==> src/rtl/fwd_select.sv <==
module fwd_select #(
  parameter int RW = 5,
  parameter int DW = 32
) (
  input  logic [RW-1:0] rs_ex,
  input  logic [RW-1:0] rt_ex,
  input  logic [DW-1:0] rf_a,
  input  logic [DW-1:0] rf_b,
  input  logic          mem_wr_en,
  input  logic [RW-1:0] mem_rd,
  input  logic [DW-1:0] mem_result,
  input  logic          wb_wr_en,
  input  logic [RW-1:0] wb_rd,
  input  logic [DW-1:0] wb_alu,
  input  logic [DW-1:0] wb_load,
  input  logic          wb_sel_load,
  output logic [1:0]    sel_a,
  output logic [1:0]    sel_b,
  output logic [DW-1:0] opnd_a,
  output logic [DW-1:0] opnd_b
);
  localparam logic [1:0] SRC_RF  = 2'b00;
  localparam logic [1:0] SRC_MEM = 2'b10;
  localparam logic [1:0] SRC_WB  = 2'b01;

  logic          mem_live, wb_live;
  logic [DW-1:0] wb_value;

  assign mem_live = mem_wr_en && (mem_rd != '0);
  assign wb_live  = wb_wr_en  && (wb_rd  != '0);
  assign wb_value = wb_sel_load ? wb_load : wb_alu;

  function automatic logic [1:0] pick(input logic [RW-1:0] src);
    if (mem_live && mem_rd == src)     return SRC_MEM;
    else if (wb_live && wb_rd == src)  return SRC_WB;
    else                               return SRC_RF;
  endfunction

  function automatic logic [DW-1:0] steer(input logic [1:0] sel,
                                          input logic [DW-1:0] rf);
    case (sel)
      SRC_MEM: return mem_result;
      SRC_WB:  return wb_value;
      default: return rf;
    endcase
  endfunction

  assign sel_a  = pick(rs_ex);
  assign sel_b  = pick(rt_ex);
  assign opnd_a = steer(sel_a, rf_a);
  assign opnd_b = steer(sel_b, rf_b);
endmodule

==> config.mk <==
export PLATFORM = sky130hd
export DESIGN_NAME = fwd_select
export DESIGN_NICKNAME = d
export VERILOG_FILES = /design/src/rtl/fwd_select.sv
export SDC_FILE = /design/constraint.sdc
export NUM_CORES = 1
export LEC_CHECK = 0
export BUFFER_PORTS_ARGS = -buffer_cell sky130_fd_sc_hd__buf_2
export CELL_PAD_IN_SITES_DETAIL_PLACEMENT = 2
export CELL_PAD_IN_SITES_GLOBAL_PLACEMENT = 2
export CORE_ASPECT_RATIO = 0.6
export CORE_MARGIN = 5
export CORE_UTILIZATION = 22
export DETAILED_ROUTE_END_ITERATION = 16
export PLACE_DENSITY_LB_ADDON = 0.1
export SYNTH_ARGS = -nofsm -noshare
export SYNTH_HDL_FRONTEND = slang
export SYNTH_SLANG_ARGS = --single-unit
==> constraint.sdc <==
create_clock -name vclk -period 4.9
set_input_delay 0.49 -clock vclk [all_inputs]
set_output_delay 0.49 -clock vclk [all_outputs]
set_load 0.1 [all_outputs]
==> results.txt, run 1 <==
worst setup path class = in -> out
worst-margin pin slew = 1.118 ns
most frequent cells in the layout = buf_2 (251), a31oi_1 (64), nand4_1 (64)
main area contributors after synthesis = o31ai_2 (23%), and4_1 (17%), a31oi_1 (13%)
routability cong. = 0.8180
Detailed Place HPWL = 13470 um
final antenna-violating net count = 0
met2 track demand over resource = 0.3463
number of sequential cells = 0
global-route wire length before repair = 27570 um
Total Routing Usage GR = 0.2023
grt met1 use = 0.2797
Critical Path Fanout Max = 34
post-cts hold buffer count = 0
final routed wirelength across all metal layers = 18560 um
Slew Viols, Final = 0
dominant cell type by area after synthesis = o31ai_2
die area = 16760 sq um
number of placement rows = 33
combinational share of power = 1.000
count of buffers inserted at the top-level ports = 251
power per cell area = 163.3 nW/um^2
vias in the first global route = 4757
fraction of final layout cells with drive strength greater than 1 = 0.5612
HP Class = in -> out
final period utilization = 0.7391
number of gates given a new drive strength after cts = 0
overflow left after global routing = 0
number of instances in the synthesized netlist = 402
effective utilization at floorplan = 0.2265
fraction of synthesized cell area taken by the top area cell type = 0.2283
via density per instance = 5.694
total number of nets in the final design = 773
hold depth = 4
Data required, critical path = 4.41 ns
clock buffer count = 0
peak ir drop on the vdd network = 0.08887 mV
filler cell count = 1672
number of endpoints failing setup at the final stage = 0
Distinct cells, synth = 24
syn avg cell area = 7.772 sq um
post-synthesis net count = 585
part of the power in the clock network = 0
overall power after layout = 0.7109 mW
number of standard cells in the final layout excluding fillers = 785
remaining routing DRC violations = 0
Critical Path End Type = output port
unrepaired setup endpoints after global routing = false
internal portion of total power = 0.1604 mW
leakage = 1.888 nW
portion of total power attributed to sequential cells = 0
sequential share of the synthesized area = 0
area growth from synthesis to layout = 39.33%
Yosys warning count = 0
initial antenna violation count = 2
met3 Track Usage GR = 0.03708
Core Footprint = 13790 sq um
Vert. Die Dim = 102.3 um
max cap viols = 0
min cycle time layout = 3.622 ns
iteration-0 DRC count of the detailed router = 214
die extent in x = 163.8 um
post-CTS setup buffer count = 0
outcome = completed
pin count of the biggest net entering global routing = 84
switching share of total power = 0.7744
timing-limited maximum frequency = 276.1 MHz
critical path startpoint category = primary input
Slew Limit Headroom = 0.2544
data arrival time of the critical path = 3.13 ns
setup TNS after final layout = 0 ns
number of cells after detailed placement = 780
Top-Level Pins = 251
via total after detailed routing = 4470
Avg WL per Cell = 23.64 um
final core utilization = 0.3156
number of hold-slack violations in the final timing report = 0
net switching component of the power = 0.5506 mW
area of the mapped netlist = 3124 sq um
most common cell after layout, fill and taps aside = buf_2
area of all sequential standard cells = 0 sq um
number of iterations in the first detailed-routing pass = 4
Most Crowded Layer GR = met2
==> path summary, 6_finish.rpt <==
path,end,start
worst max-delay path,opnd_b[27],mem_rd[1]
worst min-delay path,opnd_b[17],mem_result[17]
==> per-stage QoR <==
step	instance area (sq um)	setup slack, ns	hold WS, ns
2_1_floorplan	3124	0.02061	1.393
3_3_place_gp	4340	1.282	1.494
3_5_place_dp	4340	1.284	1.505
4_1_cts	4340	1.273	1.508
5_1_grt	4343	1.147	1.528
6_report	4353	1.278	1.502
==> worst max-delay path, stage by stage <==
cell and delay [ns]:
buf_2 0.12, or4_1 0.53, o21a_2 0.42, and3_2 0.64
o31ai_2 0.42, buf_2 0.48
==> metal layers <==
layer,part of all wire,vias up
met4,0.0044,2
li1,-,2094
met5,0.00038,-
met3,0.080,6
met2,0.45,166
met1,0.46,2202
==> power groups by stage <==
stage            Clock (mW)  Combinational (mW)  Sequential [mW]
6_report        0.000000137               0.711                0
5_1_grt        0.0000000273               0.745                0
4_1_cts                   0               0.712                0
3_5_place_dp              0               0.710                0
3_3_place_gp              0               0.703                0
2_1_floorplan             0               0.519                0
==> cell type report <==
cell class / count / area (sq um) / area share
Tap cell: 192 / 240.2 / 0.05519
Multi-Input combinational cell: 329 / 2784 / 0.6396
Timing Repair Buffer: 259 / 1316 / 0.3024
Antenna cell: 5 / 12.51 / 0.002874
==> synth_stat cells <==
library cell and instances:
clkbuf_1 52, clkbuf_2 1, nor2_1 4, nor3_1 2, and2_1 1, buf_1 5
xor2_1 12, mux2i_1 30, nor4b_1 2, a31oi_1 64, mux2_2 2, nor4_1 3
and3_1 4, nand2_1 1, o21ai_0 1, nand4_1 64, xnor2_1 8, and4_1 60
o21a_1 2, o31ai_2 57, or4_1 2, o31ai_1 7, buf_6 15, nand3_1 3
==> cells by family (layout without fill, tap and decap cells) <==
group / after synthesis / in the layout / share of synthesized area
other: 0 / 5 / 0
multiplexers: 32 / 32 / 0.1033
AO/OA/AOI/OAI: 131 / 131 / 0.3796
buffers and inverters: 73 / 259 / 0.1241
AND/OR/NAND/NOR: 146 / 146 / 0.3368
XOR/XNOR: 20 / 20 / 0.05607
Power figures use the tool's default switching activity.
==> run 2: changes to the inputs <==
Settings changed: ABC_AREA from default to 1, CORE_UTILIZATION 22 to 15.
Clock period 4.9 ns to 3.7 ns, I/O delays scaled along.
==> results.txt, run 2 <==
via density per instance = 4.607 (-19%)
routability cong. = 0.7990 (-2.3%)
number of instances in the synthesized netlist = 424 (+5.5%)
Total Routing Usage GR = 0.1644 (-0.03782)
Detailed Place HPWL = 13490 um (+0.15%)
die area = 18630 sq um (+11%)
Critical Path End Type = output port
timing-limited maximum frequency = 363.9 MHz
initial antenna violation count = 2 (unchanged)
clock buffer count = 0 (unchanged)
sequential share of the synthesized area = 0 (unchanged)
pin count of the biggest net entering global routing = 65 (-23%)
leakage = 2.149 nW (+14%)
number of iterations in the first detailed-routing pass = 4 (unchanged)
remaining routing DRC violations = 0 (unchanged)
post-cts hold buffer count = 0 (unchanged)
power per cell area = 207.1 nW/um^2 (+27%)
via total after detailed routing = 3916 (-12%)
data arrival time of the critical path = 2.38 ns (-0.75 ns)
Distinct cells, synth = 18 (-25%)
most frequent cells in the layout = buf_2 (218), nand3_1 (194), nand2_1 (105)
max cap viols = 0 (unchanged)
main area contributors after synthesis = nand3_1 (41%), nand2_1 (17%), mux2_2 (15%)
number of standard cells in the final layout excluding fillers = 850 (+8.3%)
dominant cell type by area after synthesis = nand3_1
number of gates given a new drive strength after cts = 0 (unchanged)
most repeated cell in the gate-level netlist after synthesis = nand3_1
final antenna diode count = 0 (-5)
setup TNS after final layout = 0 ns (unchanged)
HP Class = in -> out
die extent in x = 172.9 um (+5.5%)
worst setup path class = in -> out
outcome = completed
overall power after layout = 0.8602 mW (+21%)
number of endpoints failing setup at the final stage = 0 (unchanged)
count of buffers inserted at the top-level ports = 251 (unchanged)
critical path startpoint category = primary input
number of hold-slack violations in the final timing report = 0 (unchanged)
Top-Level Pins = 251 (unchanged)
Slew Viols, Final = 0 (unchanged)
peak ir drop on the vdd network = 0.06087 mV (-32%)
final period utilization = 0.7427
iteration-0 DRC count of the detailed router = 135 (-37%)
Yosys warning count = 0 (unchanged)
Core Footprint = 15500 sq um (+12%)
unrepaired setup endpoints after global routing = false
Vert. Die Dim = 107.7 um (+5.3%)
number of sequential cells = 0 (unchanged)
fraction of synthesized cell area taken by the top area cell type = 0.4086 (+0.1803)
final core utilization = 0.2679 (-0.04776)
vias in the first global route = 4374 (-8.1%)
Slew Limit Headroom = 0.4010 (+0.1467)
final routed wirelength across all metal layers = 16430 um (-11%)
hold depth = 4 (unchanged)
Critical Path Fanout Max = 20 (-41%)
overflow left after global routing = 0 (unchanged)
Commonest cells post-synth = nand3_1 (195), nand2_1 (105), mux2_2 (32)
syn avg cell area = 5.633 sq um (-28%)
Avg WL per Cell = 19.33 um (-18%)
worst-margin pin slew = 0.8984 ns (-0.2200 ns)
number of cells after detailed placement = 850 (+9.0%)
Data required, critical path = 3.33 ns (-1.08 ns)
post-synthesis net count = 607 (+3.8%)
global-route wire length before repair = 25010 um (-9.3%)
area of all placed cells without fillers = 4153 sq um (-4.6%)
min cycle time layout = 2.748 ns
fraction of final layout cells with drive strength greater than 1 = 0.4714 (-0.08982)
number of placement rows = 35 (+6.1%)
post-CTS setup buffer count = 0 (unchanged)
effective utilization at floorplan = 0.1541 (-0.07247)
area of the mapped netlist = 2389 sq um (-24%)
most common cell after layout, fill and taps aside = buf_2
total number of nets in the final design = 832 (+7.6%)
area of all sequential standard cells = 0 sq um (unchanged)
final antenna-violating net count = 0 (unchanged)
area growth from synthesis to layout = 73.86%
placed standard-cell area = 4153 sq um (-4.3%)
## run 2: changes by cell type in the layout (fill, tap and decap cells not counted), moves of 33 or more
cell	before	now
nand2_1	1	105
a31oi_1	64	0
o31ai_2	57	0
buf_2	251	218
buf_12	0	34
and4_1	60	0
nand4_1	64	0
nand3_1	3	194
## run 2: area by class of cell
type,count,area [sq um]
multi-input combinational,370,2007
timing repair buffer,259,1824
tap,203,254.0
fill,1954,11350
inverter,18,67.56
## run 2: cells by family (layout without fill, tap and decap cells)
| group | after synthesis | count (layout) | synth area share |
|---|---|---|---|
| buf+inv | 54 | 277 | 0.1619 |
| xor+xnor | 12 | 12 | 0.04400 |
| simple gates | 326 | 326 | 0.6433 |
| mux | 32 | 32 | 0.1509 |
## run 2: final timing paths
check             slack, ns          to     startpoint
hold / removal         1.18   opnd_a[6]  mem_result[6]
setup / recovery       0.95  opnd_b[29]       wb_rd[4]
## run 2: through the flow
step,hold WS [ns],setup WS (ns)
2_1_floorplan,1.275,0.8538
3_3_place_gp,1.170,1.015
3_5_place_dp,1.186,0.9327
4_1_cts,1.186,0.9316
5_1_grt,1.201,0.8077
6_report,1.178,0.9520
## run 2: layer usage
metal  routed length (um)  vias up  part of all wire  global-route usage
met5                   21        -            0.0013                   0
met2                 7573      135              0.46              0.2816
li1                     -     1900                 -                   -
met3                 1227       10             0.075             0.04423
met1                 7507     1867              0.46              0.2177
met4                  104        4            0.0063            0.009676
## run 2: power by group
| part | internal, mW | total (mW) | switching, mW |
|---|---|---|---|
| clock | 0 | 0 | 0 |
| sequential | 0 | 0 | 0 |
| combinational | 0.263 | 0.860 | 0.597 |
## run 2: worst max-delay path: stages
cell and delay (ns):
buf_2 0.12, xnor2_1 0.33, nand3_2 0.14, nor2_4 0.46
buf_4 0.30, nand3_1 0.09, nand3_1 0.12, buf_2 0.43
==> run 3: changes to the inputs <==
Settings changed: CORE_UTILIZATION 15 to 14.
Clock period 3.7 ns to 2.5 ns, I/O delays scaled along.
==> results.txt, run 3 (same netlist as run 2, synthesis figures left out) <==
outcome = completed
max cap viols = 0 (unchanged)
final core utilization = 0.2808 (+0.01288)
family with the most delay on the worst path = simple AND/OR/NAND/NOR gates
area growth from synthesis to layout = 99.16%
iteration-0 DRC count of the detailed router = 133 (-1.5%)
power per cell area = 301.7 nW/um^2 (+46%)
remaining routing DRC violations = 0 (unchanged)
setup slack at placement = 0.1375 ns (-0.7951 ns)
overall power after layout = 1.435 mW (+67%)
Critical Path Fanout Max = 33 (+65%)
combinational share of power = 1.000 (about the same)
most repeated library cell on the critical path = nand2_1
Total Routing Usage GR = 0.1681 (+0.003688)
Top-Level Pins = 251 (unchanged)
leakage = 2.359 nW (+9.7%)
cells traversed along the worst timing path = buf_2 > inv_1 > nand2_1 > nand2_1 > nand2_1 > nor2_1 > nand3_4 > nor2_2 > buf_2
Most Crowded Layer GR = met2
overflow left after global routing = 0 (unchanged)
final period utilization = 0.9331
global-route wire length before repair = 26730 um (+6.9%)
unrepaired setup endpoints after global routing = false
net switching component of the power = 0.9188 mW (+54%)
fraction of final layout cells with drive strength greater than 1 = 0.4785 (+0.007121)
worst setup path class = in -> out
number of hold-slack violations in the final timing report = 0 (unchanged)
timing-limited maximum frequency = 428.7 MHz
total number of nets in the final design = 837 (+0.60%)
area of all placed cells without fillers = 4757 sq um (+15%)
worst-margin pin slew = 0.5536 ns (-0.3448 ns)
Slew Limit Headroom = 0.6309 (+0.2299)
area used by multi-input combinational logic = 2012 sq um (+0.25%)
number of sequential cells = 0 (unchanged)
die extent in x = 178.6 um (+3.3%)
CP max stage cell = nand3_4
peak ir drop on the vdd network = 0.1165 mV (+91%)
number of placement rows = 37 (+5.7%)
clock buffer count = 0 (unchanged)
die area = 19860 sq um (+6.6%)
met3 Track Usage GR = 0.03954 (-0.004690)
placed standard-cell area = 4755 sq um (+14%)
final routed wirelength across all metal layers = 17460 um (+6.2%)
switching share of total power = 0.6402 (-0.05411)
setup TNS after final layout = 0 ns (unchanged)
Core Footprint = 16940 sq um (+9.3%)
number of endpoints failing setup at the final stage = 0 (unchanged)
final antenna-violating net count = 0 (unchanged)
part of the power in the clock network = 0 (unchanged)
via total after detailed routing = 4009 (+2.4%)
Slew Viols, Final = 0 (unchanged)
most common cell after layout, fill and taps aside = nand3_1
via density per instance = 4.520 (-1.9%)
Avg WL per Cell = 19.68 um (+1.8%)
area of all sequential standard cells = 0 sq um (unchanged)
met2 track demand over resource = 0.2951 (+0.01348)
critical path startpoint category = primary input
Data required, critical path = 2.25 ns (-1.08 ns)
post-cts hold buffer count = 0 (unchanged)
most frequent cells in the layout = nand3_1 (194), buf_2 (185), nand2_1 (105)
worst path buffer plus inverter count = 3 (unchanged)
Detailed Place HPWL = 14420 um (+6.9%)
crit path setup slack, layout = 0.1671 ns (-0.7848 ns)
vias in the first global route = 4658 (+6.5%)
number of cells after detailed placement = 886 (+4.2%)
number of gates given a new drive strength after cts = 0 (unchanged)
internal portion of total power = 0.5164 mW (+96%)
data arrival time of the critical path = 2.08 ns (-0.30 ns)
largest stage delay on the critical path = 0.48 ns (+0.02 ns)
number of iterations in the first detailed-routing pass = 4 (unchanged)
post-CTS setup buffer count = 0 (unchanged)
pin count of the biggest net entering global routing = 45 (-31%)
filler cell count = 2044 (+4.6%)
portion of total power attributed to sequential cells = 0 (unchanged)
HP Class = in -> out
initial antenna violation count = 3 (+1)
Hold Worst Slack = 0.9329 ns (-0.2454 ns)
routability cong. = 0.8442 (+5.7%)
min cycle time layout = 2.333 ns
Critical Path End Type = output port
Vert. Die Dim = 111.2 um (+3.2%)
grt met1 use = 0.2153 (-0.002431)
number of standard cells in the final layout excluding fillers = 887 (+4.4%)
count of buffers inserted at the top-level ports = 251 (unchanged)
effective utilization at floorplan = 0.1410 (-0.01311)
run 3: worst min-delay path, cell delays in order:
cell     delay (ns)
buf_2          0.09
nand2_1        0.05
nand3_1        0.11
buf_12         0.18
run 3: area by class of cell:
class | count | share of cell area
Antenna cell | 1 | 0.0005260
Tap cell | 234 | 0.06155
Timing Repair Buffer | 264 | 0.5008
Inverter | 18 | 0.01420
Multi-Input combinational cell | 370 | 0.4229
run 3: path summary, 6_finish.rpt:
check,startpoint,to,cells past startpoint
worst max-delay path,rs_ex[0],sel_a[0],9
worst min-delay path,mem_result[18],opnd_a[18],4
run 3: layer usage:
metal	vias to the layer above	part of all wire
met5	-	0.0018
met4	4	0.012
met3	14	0.074
met2	134	0.48
met1	1944	0.44
li1	1913	-
run 3: power groups by stage:
stage | logic, mW | registers (mW) | clock network, mW
3_3_place_gp | 1.43 | 0 | 0
5_1_grt | 1.50 | 0 | 0.0000000534
4_1_cts | 1.45 | 0 | 0
6_report | 1.44 | 0 | 0.0000000535
3_5_place_dp | 1.45 | 0 | 0
2_1_floorplan | 0.826 | 0 | 0
